### src/rtl/cbp_pkg.sv
package cbp_pkg;
  typedef enum logic [1:0] {
    MODE_STOP   = 2'd0,
    MODE_FREE   = 2'd1,
    MODE_ONCE   = 2'd2,
    MODE_DAMPED = 2'd3
  } pwr_mode_e;
endpackage

### src/rtl/cbp_usage_ctr.sv
module cbp_usage_ctr #(
  parameter int NUM_BANKS = 4,
  parameter int CNT_W     = 12
) (
  input  logic                            clk_i,
  input  logic                            rst_ni,
  input  logic [NUM_BANKS-1:0]            access_i,
  input  logic                            clear_i,
  output logic [NUM_BANKS-1:0][CNT_W-1:0] cnt_o
);
  for (genvar g = 0; g < NUM_BANKS; g++) begin : g_ctr
    logic [CNT_W-1:0] cnt_q;
    always_ff @(posedge clk_i or negedge rst_ni) begin
      if (!rst_ni)                           cnt_q <= '0;
      else if (clear_i)                      cnt_q <= '0;
      else if (access_i[g] && cnt_q != '1)   cnt_q <= cnt_q + 1'b1;
    end
    assign cnt_o[g] = cnt_q;


    epoch_clear_chk: assert property (@(posedge clk_i) disable iff (!rst_ni)
      clear_i |=> (cnt_q == '0));

    no_overflow_chk: assert property (@(posedge clk_i) disable iff (!rst_ni)
      (cnt_q == '1 && !clear_i) |=> (cnt_q == '1));
  end
endmodule

### src/rtl/cbp_ipc_cmp.sv
module cbp_ipc_cmp #(
  parameter int INST_W = 16,
  parameter int CYC_W  = 16,
  parameter int PCT_W  = 7
) (
  input  logic [INST_W-1:0] base_inst_i,
  input  logic [CYC_W-1:0]  base_cyc_i,
  input  logic [INST_W-1:0] inst_i,
  input  logic [CYC_W-1:0]  cyc_i,
  input  logic [PCT_W-1:0]  thresh_i,
  output logic              degraded_o
);
  localparam int PROD_W = INST_W + CYC_W;
  localparam int WIDE_W = PROD_W + PCT_W + 7;

  logic [PROD_W-1:0] base_x, cur_x, loss;
  logic [WIDE_W-1:0] lhs, rhs;

  // cross-multiplied IPCs avoid any divider
  assign base_x = PROD_W'(base_inst_i) * PROD_W'(cyc_i);
  assign cur_x  = PROD_W'(inst_i) * PROD_W'(base_cyc_i);
  assign loss   = base_x - cur_x;
  assign lhs    = WIDE_W'(loss) * WIDE_W'(7'd100);
  assign rhs    = WIDE_W'(thresh_i) * WIDE_W'(base_x);
  assign degraded_o = (base_x >= cur_x) && (lhs >= rhs);
endmodule

### src/rtl/cbp_bank_pick.sv
module cbp_bank_pick #(
  parameter int NUM_BANKS = 4,
  parameter int CNT_W     = 12,
  parameter int IDX_W     = 2
) (
  input  logic [NUM_BANKS-1:0][CNT_W-1:0] cnt_i,
  input  logic [NUM_BANKS-1:0]            pwr_i,
  output logic [IDX_W-1:0]                victim_o,
  output logic [IDX_W-1:0]                target_o,
  output logic                            can_shut_o,
  output logic [IDX_W-1:0]                low_off_o,
  output logic                            any_off_o
);
  logic [CNT_W-1:0] vic_cnt, tgt_cnt;
  logic             vic_ok, tgt_ok;

  always_comb begin
    victim_o = '0;
    vic_cnt  = '0;
    vic_ok   = 1'b0;
    for (int i = 0; i < NUM_BANKS; i++) begin
      if (pwr_i[i] && (!vic_ok || cnt_i[i] < vic_cnt)) begin
        victim_o = IDX_W'(i);
        vic_cnt  = cnt_i[i];
        vic_ok   = 1'b1;
      end
    end
  end

  always_comb begin
    target_o = '0;
    tgt_cnt  = '0;
    tgt_ok   = 1'b0;
    for (int i = 0; i < NUM_BANKS; i++) begin
      if (pwr_i[i] && IDX_W'(i) != victim_o && (!tgt_ok || cnt_i[i] < tgt_cnt)) begin
        target_o = IDX_W'(i);
        tgt_cnt  = cnt_i[i];
        tgt_ok   = 1'b1;
      end
    end
  end

  assign can_shut_o = vic_ok && tgt_ok;

  always_comb begin
    low_off_o = '0;
    any_off_o = 1'b0;
    for (int i = NUM_BANKS - 1; i >= 0; i--) begin
      if (!pwr_i[i]) begin
        low_off_o = IDX_W'(i);
        any_off_o = 1'b1;
      end
    end
  end
endmodule

### src/rtl/cache_bank_pwr_ctrl.sv
module cache_bank_pwr_ctrl
  import cbp_pkg::*;
#(
  parameter int NUM_BANKS   = 4,
  parameter int CNT_W       = 12,
  parameter int INST_W      = 16,
  parameter int CYC_W       = 16,
  parameter int PCT_W       = 7,
  parameter int COOL_EPOCHS = 2,
  localparam int IDX_W      = (NUM_BANKS > 1) ? $clog2(NUM_BANKS) : 1,
  localparam int COOL_W     = $clog2(COOL_EPOCHS + 1)
) (
  input  logic                       clk_i,
  input  logic                       rst_ni,
  input  logic [1:0]                 mode_i,
  input  logic [PCT_W-1:0]           thresh_pct_i,
  input  logic [NUM_BANKS-1:0]       bank_access_i,
  input  logic                       epoch_end_i,
  input  logic [INST_W-1:0]          inst_cnt_i,
  input  logic [CYC_W-1:0]           cyc_cnt_i,
  input  logic                       migrate_ack_i,
  output logic [NUM_BANKS-1:0]       bank_pwr_o,
  output logic [NUM_BANKS*IDX_W-1:0] remap_tgt_o,
  output logic                       migrate_req_o,
  output logic [IDX_W-1:0]           migrate_bank_o
);
  pwr_mode_e mode;
  assign mode = pwr_mode_e'(mode_i);

  logic [NUM_BANKS-1:0][CNT_W-1:0] acc_cnt;
  logic [NUM_BANKS-1:0][IDX_W-1:0] remap_q, remap_d;
  logic [NUM_BANKS-1:0]            pwr_q, pwr_d;
  logic                            base_ok_q;
  logic [INST_W-1:0]               base_inst_q;
  logic [CYC_W-1:0]                base_cyc_q;
  logic                            stop_q, stop_d;
  logic [COOL_W-1:0]               cool_q, cool_d;
  logic                            mig_q, mig_d;
  logic [IDX_W-1:0]                mig_bank_q, mig_bank_d;

  logic             degraded, can_shut, any_off, eval, may_resize, sticky_mode;
  logic             do_up, do_down;
  logic [IDX_W-1:0] victim, target, low_off;

  cbp_usage_ctr #(.NUM_BANKS(NUM_BANKS), .CNT_W(CNT_W)) u_usage (
    .clk_i    (clk_i),
    .rst_ni   (rst_ni),
    .access_i (bank_access_i),
    .clear_i  (epoch_end_i),
    .cnt_o    (acc_cnt)
  );

  cbp_ipc_cmp #(.INST_W(INST_W), .CYC_W(CYC_W), .PCT_W(PCT_W)) u_cmp (
    .base_inst_i (base_inst_q),
    .base_cyc_i  (base_cyc_q),
    .inst_i      (inst_cnt_i),
    .cyc_i       (cyc_cnt_i),
    .thresh_i    (thresh_pct_i),
    .degraded_o  (degraded)
  );

  cbp_bank_pick #(.NUM_BANKS(NUM_BANKS), .CNT_W(CNT_W), .IDX_W(IDX_W)) u_pick (
    .cnt_i      (acc_cnt),
    .pwr_i      (pwr_q),
    .victim_o   (victim),
    .target_o   (target),
    .can_shut_o (can_shut),
    .low_off_o  (low_off),
    .any_off_o  (any_off)
  );

  assign eval        = epoch_end_i && base_ok_q;
  assign sticky_mode = (mode == MODE_STOP) || (mode == MODE_ONCE);
  assign may_resize  = !mig_q && !(mode == MODE_DAMPED && cool_q != '0);
  assign do_up       = eval && may_resize && degraded && any_off && (mode != MODE_STOP);
  assign do_down     = eval && may_resize && !degraded && can_shut && !(sticky_mode && stop_q);

  always_comb begin
    pwr_d      = pwr_q;
    remap_d    = remap_q;
    stop_d     = stop_q;
    cool_d     = cool_q;
    mig_d      = mig_q;
    mig_bank_d = mig_bank_q;

    if (eval && degraded && sticky_mode) stop_d = 1'b1;

    if (do_up || do_down)            cool_d = COOL_W'(COOL_EPOCHS);
    else if (eval && cool_q != '0)   cool_d = cool_q - 1'b1;

    if (mig_q && migrate_ack_i) begin
      mig_d               = 1'b0;
      remap_d[mig_bank_q] = mig_bank_q;
    end

    if (do_down) begin
      pwr_d[victim] = 1'b0;
      for (int i = 0; i < NUM_BANKS; i++)
        if (remap_q[i] == victim) remap_d[i] = target;
    end else if (do_up) begin
      // remap entry stays on its target until migration is acknowledged
      pwr_d[low_off] = 1'b1;
      mig_d          = 1'b1;
      mig_bank_d     = low_off;
    end
  end

  always_ff @(posedge clk_i or negedge rst_ni) begin
    if (!rst_ni) begin
      base_ok_q   <= 1'b0;
      base_inst_q <= '0;
      base_cyc_q  <= '0;
      pwr_q       <= '1;
      stop_q      <= 1'b0;
      cool_q      <= '0;
      mig_q       <= 1'b0;
      mig_bank_q  <= '0;
      for (int i = 0; i < NUM_BANKS; i++) remap_q[i] <= IDX_W'(i);
    end else begin
      if (epoch_end_i && !base_ok_q) begin
        base_ok_q   <= 1'b1;
        base_inst_q <= inst_cnt_i;
        base_cyc_q  <= cyc_cnt_i;
      end
      pwr_q      <= pwr_d;
      remap_q    <= remap_d;
      stop_q     <= stop_d;
      cool_q     <= cool_d;
      mig_q      <= mig_d;
      mig_bank_q <= mig_bank_d;
    end
  end

  assign bank_pwr_o     = pwr_q;
  assign migrate_req_o  = mig_q;
  assign migrate_bank_o = mig_bank_q;

  for (genvar g = 0; g < NUM_BANKS; g++) begin : g_out
    assign remap_tgt_o[g*IDX_W +: IDX_W] = remap_q[g];


    self_map_chk: assert property (@(posedge clk_i) disable iff (!rst_ni)
      (pwr_q[g] && !(mig_q && mig_bank_q == IDX_W'(g))) |-> (remap_q[g] == IDX_W'(g)));

    live_target_chk: assert property (@(posedge clk_i) disable iff (!rst_ni)
      !pwr_q[g] |-> pwr_q[remap_q[g]]);
  end


  one_powered_chk: assert property (@(posedge clk_i) disable iff (!rst_ni)
    pwr_q != '0);

  single_change_chk: assert property (@(posedge clk_i) disable iff (!rst_ni)
    $countones(pwr_q ^ $past(pwr_q)) <= 1);

  mig_hold_chk: assert property (@(posedge clk_i) disable iff (!rst_ni)
    (mig_q && !migrate_ack_i) |=> (mig_q && $stable(mig_bank_q)));

  mig_block_chk: assert property (@(posedge clk_i) disable iff (!rst_ni)
    mig_q |=> $stable(pwr_q));

  stop_no_restart_chk: assert property (@(posedge clk_i) disable iff (!rst_ni)
    (mode == MODE_STOP) |=> ((pwr_q & ~$past(pwr_q)) == '0));
endmodule

### config.mk
export PLATFORM = sky130hd
export DESIGN_NAME = cache_bank_pwr_ctrl
export DESIGN_NICKNAME = d
export VERILOG_FILES = /design/src/rtl/cbp_pkg.sv /design/src/rtl/cbp_usage_ctr.sv /design/src/rtl/cbp_ipc_cmp.sv /design/src/rtl/cbp_bank_pick.sv /design/src/rtl/cache_bank_pwr_ctrl.sv
export SDC_FILE = /design/constraint.sdc
export NUM_CORES = 2
export LEC_CHECK = 0
export BUFFER_PORTS_ARGS = -buffer_cell sky130_fd_sc_hd__buf_2
export CORE_ASPECT_RATIO = 1.2
export CORE_MARGIN = 4
export CORE_UTILIZATION = 45
export DETAILED_ROUTE_END_ITERATION = 12
export PLACE_DENSITY_LB_ADDON = 0.12
export SLEW_MARGIN = 10
export SYNTH_ARGS = -nofsm -noshare
export SYNTH_HDL_FRONTEND = slang
export SYNTH_SLANG_ARGS = --single-unit
### constraint.sdc
create_clock -name clk_i -period 14.2 [get_ports clk_i]
set_input_delay 0.71 -clock clk_i [delete_from_list [all_inputs] [get_ports clk_i]]
set_output_delay 0.71 -clock clk_i [all_outputs]
set_load 0.01 [all_outputs]
After elaboration in Yosys (flattened, before gate mapping) --
Cells that the tools add are included.
Operators by class: $add $sub $neg 6, multipliers 4, $lt $le $gt $ge 14, equality and inequality tests 13, muxes and demuxes 56, bitwise gates (word level) 4, reductions and logical operators 65
Operator list (count):
- $mux 12 | 14
- $lt 12x12->1 | 6
- $mul 16x16->32 | 2
- $add 12x1->12 const B | 4
- $ne 12x12->1 const B | 4
- $ge 39x39->1 | 1
- $mul 7x32->39 | 1
- $mul 32x5->37 const B | 1
- $logic_and 1x1->1 | 35
- $ge 32x32->1 | 1
- $sub 32x32->32 | 1
- $mux 2 | 15
- $mux 1 | 19
- $reduce_bool 2->1 | 9
- $mux 8 | 2
- $logic_not 1->1 | 11
- $lt 2x3->1 const B | 3
- $bwmux 8 | 1
- $eq 2x2->1 | 4
- $logic_or 1x1->1 | 8
- $mux 4 | 2
- $ge 2x1->1 const B | 3
- $and 4x4->4 | 1
- $demux 1 s2 | 2
- other kinds (10) | 12
Word-level totals: register bits 99, input bits 49

Depth between registers and ports, before layout --
depth in word-level cells 33, depth in mapped cells 69

Cells and area by module --
A second synthesis with hierarchy kept.
Unflattened totals: cell total of the unflattened synthesis 4256, area total of the unflattened synthesis 37089.3 um2
Modules (own cells, without submodules):
- cbp_ipc_cmp | times used 1, cells each 3449, area an instance 29487.0 um2
- cbp_usage_ctr | times used 1, cells each 278, area an instance 2636.3 um2
- cbp_bank_pick | times used 1, cells each 341, area an instance 2616.3 um2
- cache_bank_pwr_ctrl | times used 1, cells each 188, area an instance 2349.8 um2

Worst setup path after synthesis --
No wires, ideal clock.
kind reg2reg, from register pwr_q[0] (netlist: bank_pwr_o[0]), to register remap_q, in the netlist remap_tgt_o[0], library setup time 0.067 ns, arrival time 13.312 ns, path slack 0.821 ns, stages on the path, launching flop included 69, buffers on the path 8, period minus slack after synthesis 13.379 ns, cells stage by stage dfstp_2 > buf_4 > buf_6 > clkbuf_1 > nand2_1 > ha_1 > a21oi_1 > o21ai_1 > a211o_2 > a31oi_1 > clkbuf_1 > a21oi_1 > ha_1 > nand4_1 > o41ai_1 > a21oi_1 > and2_1 > a21oi_1 > (+33 left out) > nand2_1 > a41o_1 > a21oi_4 > buf_4 > mux2_1 > ha_1 > a21o_1 > a21o_1 > a21o_1 > a21o_1 > a21o_1 > a21o_1 > a221o_1 > or4_1 > a311o_1 > a41oi_2 > a21bo_1 > a311o_1
RTL lines:
- start: declaration | RTL line cache_bank_pwr_ctrl.sv:32 | logic [NUM_BANKS-1:0] pwr_q, pwr_d;
- start signal: assignment | RTL line cache_bank_pwr_ctrl.sv:125 | pwr_q <= pwr_d;
- end signal: assignment | RTL line cache_bank_pwr_ctrl.sv:126 | remap_q <= remap_d;
- end: declaration | RTL line cache_bank_pwr_ctrl.sv:31 | logic [NUM_BANKS-1:0][IDX_W-1:0] remap_q, remap_d;

Final worst setup path --
from register base_inst_q[3], to register pwr_q[2] (netlist: bank_pwr_o[2])
On the way: longest elaborated chain between the ends 10, elaborated cells on any way between the ends 16, those cells by class 1 x add/sub; 3 x mul; 2 x order compare; 1 x mux; 9 x reduce/logical
RTL lines:
- start: declaration | RTL line cache_bank_pwr_ctrl.sv:34 | logic [INST_W-1:0] base_inst_q;
- start signal: assignment | RTL line cache_bank_pwr_ctrl.sv:122 | base_inst_q <= inst_cnt_i;
- $mul 16x16->32 * | RTL line cbp_ipc_cmp.sv:20 | assign base_x = PROD_W'(base_inst_i) * PROD_W'(cyc_i);
- $sub 32x32->32 | RTL line cbp_ipc_cmp.sv:22 | assign loss = base_x - cur_x;
- $mul 32x5->37 | RTL line cbp_ipc_cmp.sv:23 | assign lhs = WIDE_W'(loss) * WIDE_W'(7'd100);
- $ge 39x39->1 | RTL line cbp_ipc_cmp.sv:25 | assign degraded_o = (base_x >= cur_x) && (lhs >= rhs);
- $logic_and 1x1->1 * | RTL line cbp_ipc_cmp.sv:25
- $logic_not 1->1 | RTL line cache_bank_pwr_ctrl.sv:76 | assign do_down = eval && may_resize && !degraded && can_shut && !(sticky_mode && stop_q);
- $logic_and 1x1->1 (3 in series) | RTL line cache_bank_pwr_ctrl.sv:76
- $mux 4 or $reduce_bool 2->1 (tied branches)
Every way passes the cells marked *; elsewhere a longest branch is shown, timed or not. A chain may end at the register's enable or synchronous reset.

==> qor.yml <==
sta:
  finalSetupViolations: 0
  slew_headroom_pct: 30.7
  finalCriticalPeriod_ns: 13.39
  hold_viol: 0
  clock_skew_ns: 0.0152
  period_share_pct: 94.3
  fmax_mhz: 74.7
  worst_pin_slew_ns: 1.03
  maxSlewViolCount: 0
route:
  wl_per_cell_um: 18.3
  detail-route-antenna-nets: 0
  wl_um: 94700
  via_per_inst: 5.36
  vias: 27700
  drt-pass1-iter-count: 5
  drtIter0Drc: 1261
  drc: 0
floorplanning:
  dieWidth_um: 263
  die_y_um: 314
  core_area_um2: 76800
  rows: 111
  num_io_pins: 64
  initial_core_util_pct: 45.7
  dieArea_um2: 82500
setup_path:
  slowest_stage: "dfrtp_1"
  cp-end-kind: "flop"
  worst-setup-path-type: "flop to flop"
  start_kind: "flop"
  r2r-end: "bank_pwr_o[2]$_DFFE_PN1P_"
  reg2reg_slack_ns: 0.81
  crit_top_cell: "fa_1"
  crit_fanout: 17
  reg2reg_from: "base_inst_q[3]$_DFFE_PN0P_"
  rr_worst_depth: 47
  crit_arrival_ns: 13.72
  cp.required_ns: 14.53
  endpoint: "bank_pwr_o[2]$_DFFE_PN1P_"
  critPathMaxStageDelay_ns: 0.89
  critPathLaunch: "base_inst_q[3]$_DFFE_PN0P_"
global_route:
  grt_max_degree: 55
  grt-ovfl-total: 0
  grt_pass1_vias: 29000
  grtUsageTotal_pct: 23.3
  antenna_found_initial: 5
  grt_pass1_wl_um: 157000
clock_tree:
  clock_latency_ns: 0.40
  cts.clk_slew.worst_paths_ns: 0.09
  htreeDepth: 3
  cts_buffer_depth: 2
  cts_hold_buf: 0
  ctsRootBufferMaster: "clkbuf_16"
  tritoncts: "yes"
  numCtsBuffers: 9
  clock-sinks: 99
synthesis:
  synth.top_cell.area_share_pct: 32.2
  syn-cell-area_um2: 35100
  synth_nets: 5244
  synth_cell_types: 90
  syn_avg_cell_area_um2: 8.51
  syn_inst: 4124
  async_flop_share_pct: 100
  synth_edf_count: 0
  yosys_warnings: 0
  synth.area.top_cells: "fa_1, ha_1, nand2_1"
  synth_top_cell_by_area: "fa_1"
  seq_area_frac_synth_pct: 7.09
  synth-seq-cells: 99
  synth_ff_type: "dfrtp_1"
status:
  status: "complete, no violations"
worst_hold_path:
  hold_class: "input pin to asynchronous set/reset pin"
cells_and_area:
  final_cell_area_um2: 37200
  final_nets: 5264
  area_delta_synth_final_pct: 6.00
  layout-drive-gt1-share_pct: 5.71
place:
  io_buffer_count: 63
  gp_congestion: 0.878
  placed_area_um2: 36800
  hpwl_um: 79800
flow_run:
  maxCapViolations: 0
-- through the flow --
| stage | hold WS (ns) | setup slack [ns] | utilization [%] | instances | setup TNS, ns |
|---|---|---|---|---|---|
| 4_1_cts | 0.320 | 0.320 | 48.3 | 5163 | 0 |
| 2_1_floorplan | 0.414 | 0.821 | - | 4124 | 0 |
| 3_5_place_dp | 0.456 | 0.313 | 47.9 | 5147 | 0 |
| 5_1_grt | 0.352 | -0.00204 | 48.4 | 5166 | -0.00204 |
| 3_3_place_gp | 0.443 | 0.360 | 47.9 | 5147 | 0 |
| 6_report | 0.313 | 0.807 | 48.4 | 5167 | 0 |
-- cells in the final DEF (no fill, tap or decap), types with 21 or more instances in the layout --
| master | synthesis | routed |
|---|---|---|
| ha_1 | 506 | 506 |
| o21a_1 | 33 | 33 |
| and2_1 | 215 | 215 |
| o21ai_0 | 90 | 88 |
| a21oi_1 | 157 | 156 |
| buf_2 | 4 | 63 |
| nand3_1 | 46 | 46 |
| nor2b_1 | 25 | 24 |
| a21o_1 | 72 | 72 |
| nand2_1 | 733 | 733 |
| nor3_1 | 42 | 41 |
| and3_1 | 28 | 28 |
| dfrtp_1 | 91 | 81 |
| xnor2_1 | 104 | 100 |
| or3_1 | 32 | 32 |
| a211oi_1 | 21 | 21 |
| buf_4 | 2 | 95 |
| inv_1 | 646 | 646 |
| nor2_1 | 175 | 175 |
| nand4_1 | 43 | 43 |
| nand2b_1 | 31 | 31 |
| fa_1 | 565 | 565 |
| xor2_1 | 78 | 78 |
-- synth_stat cells (4+ instances only) --
cell / n
nand2_1: 733
inv_1: 646
fa_1: 565
ha_1: 506
and2_1: 215
nor2_1: 175
a21oi_1: 157
clkbuf_1: 142
xnor2_1: 104
dfrtp_1: 91
o21ai_0: 90
xor2_1: 78
a21o_1: 72
nand3_1: 46
nand4_1: 43
nor3_1: 42
o21a_1: 33
or3_1: 32
nand2b_1: 31
and3_1: 28
nor2b_1: 25
a211oi_1: 21
mux2i_1: 20
o21ai_1: 16
a31oi_1: 15
o21bai_1: 13
o31ai_1: 13
mux2_1: 11
or2_2: 10
a211o_1: 9
dfstp_2: 8
a41oi_1: 7
o211ai_1: 7
a31o_2: 6
nor3b_1: 6
a311oi_1: 5
nor4_1: 5
a31o_1: 4
buf_2: 4
nand3b_1: 4
o211a_1: 4
o31a_1: 4
or4_1: 4
-- worst max-delay path, delay by kind of cell (launching register included) --
family / cells / cell delay (ns)
AOI/OAI and AO/OA: 14 / 2.89
adders and majority gates: 13 / 5.57
and+or+nand+nor: 11 / 2.54
buffers and inverters: 8 / 0.70
xor gates and xnor gates: 1 / 0.68
DFF: 1 / 0.89
-- flip-flops by register name (all words and copies together) (netlist names) --
name,count
u_usage.g_ctr.cnt_q,48
base_cyc_q,16
base_inst_q,16
remap_tgt_o,8
bank_pwr_o,4
cool_q,2
migrate_bank_o,2
base_ok_q,1
migrate_req_o,1
stop_q,1
-- how the worst min path moves through the flow --
stage / start / endpoint / slack [ns] / depth (start not counted)
after detailed placement: stop_q$_DFFE_PN0P_ / stop_q$_DFFE_PN0P_ / 0.46 / 2
after floorplan: rst_ni / base_cyc_q[0]$_DFFE_PN0P_ / 0.41 / 0
final: rst_ni / u_usage.g_ctr[3].cnt_q[5]$_DFFE_PN0P_ / 0.31 / 1
after CTS: rst_ni / u_usage.g_ctr[3].cnt_q[7]$_DFFE_PN0P_ / 0.32 / 1
after global routing: rst_ni / u_usage.g_ctr[2].cnt_q[9]$_DFFE_PN0P_ / 0.35 / 1
after global placement: stop_q$_DFFE_PN0P_ / stop_q$_DFFE_PN0P_ / 0.44 / 2
-- cells by family after synthesis --
| family | Yosys count | synth area share [%] |
|---|---|---|
| AO/OA/AOI/OAI | 530 | 9.99 |
| adder cells (fa/ha/maj) | 1073 | 50.3 |
| AND/OR/NAND/NOR | 1412 | 18.5 |
| buffers and inverters | 797 | 8.61 |
| flip-flops | 99 | 7.09 |
| XOR/XNOR | 182 | 4.54 |
| multiplexers | 31 | 0.924 |
-- layout make-up --
| class | count | area [um^2] |
|---|---|---|
| fill | 7607 | 39600 |
| multi-input combinational | 3228 | 29600 |
| sequential | 99 | 2500 |
| inverter | 646 | 2420 |
| tap | 1017 | 1270 |
| timing repair buffer | 160 | 1070 |
| clock buffer | 10 | 229 |
| clock inverter | 6 | 60.1 |
| antenna | 1 | 2.50 |
-- timing repair --
item,CTS,global route
endpoints found under the setup margin,0,16
hold endpoints to repair,0,0
setup buffers,0,3
gates resized for setup,0,19
-- metal layers --
layer	up-vias	track usage (%)	share of wire, %
met5	-	0	0.029
met4	4	5.02	2.3
met3	108	2.54	3.3
met2	495	42.3	51
met1	13900	30.2	43
li1	13200	-	-
Power is left out: the tool's default activity adds up to more than one toggle a clock period on the data nets, which glitch-free logic cannot reach.
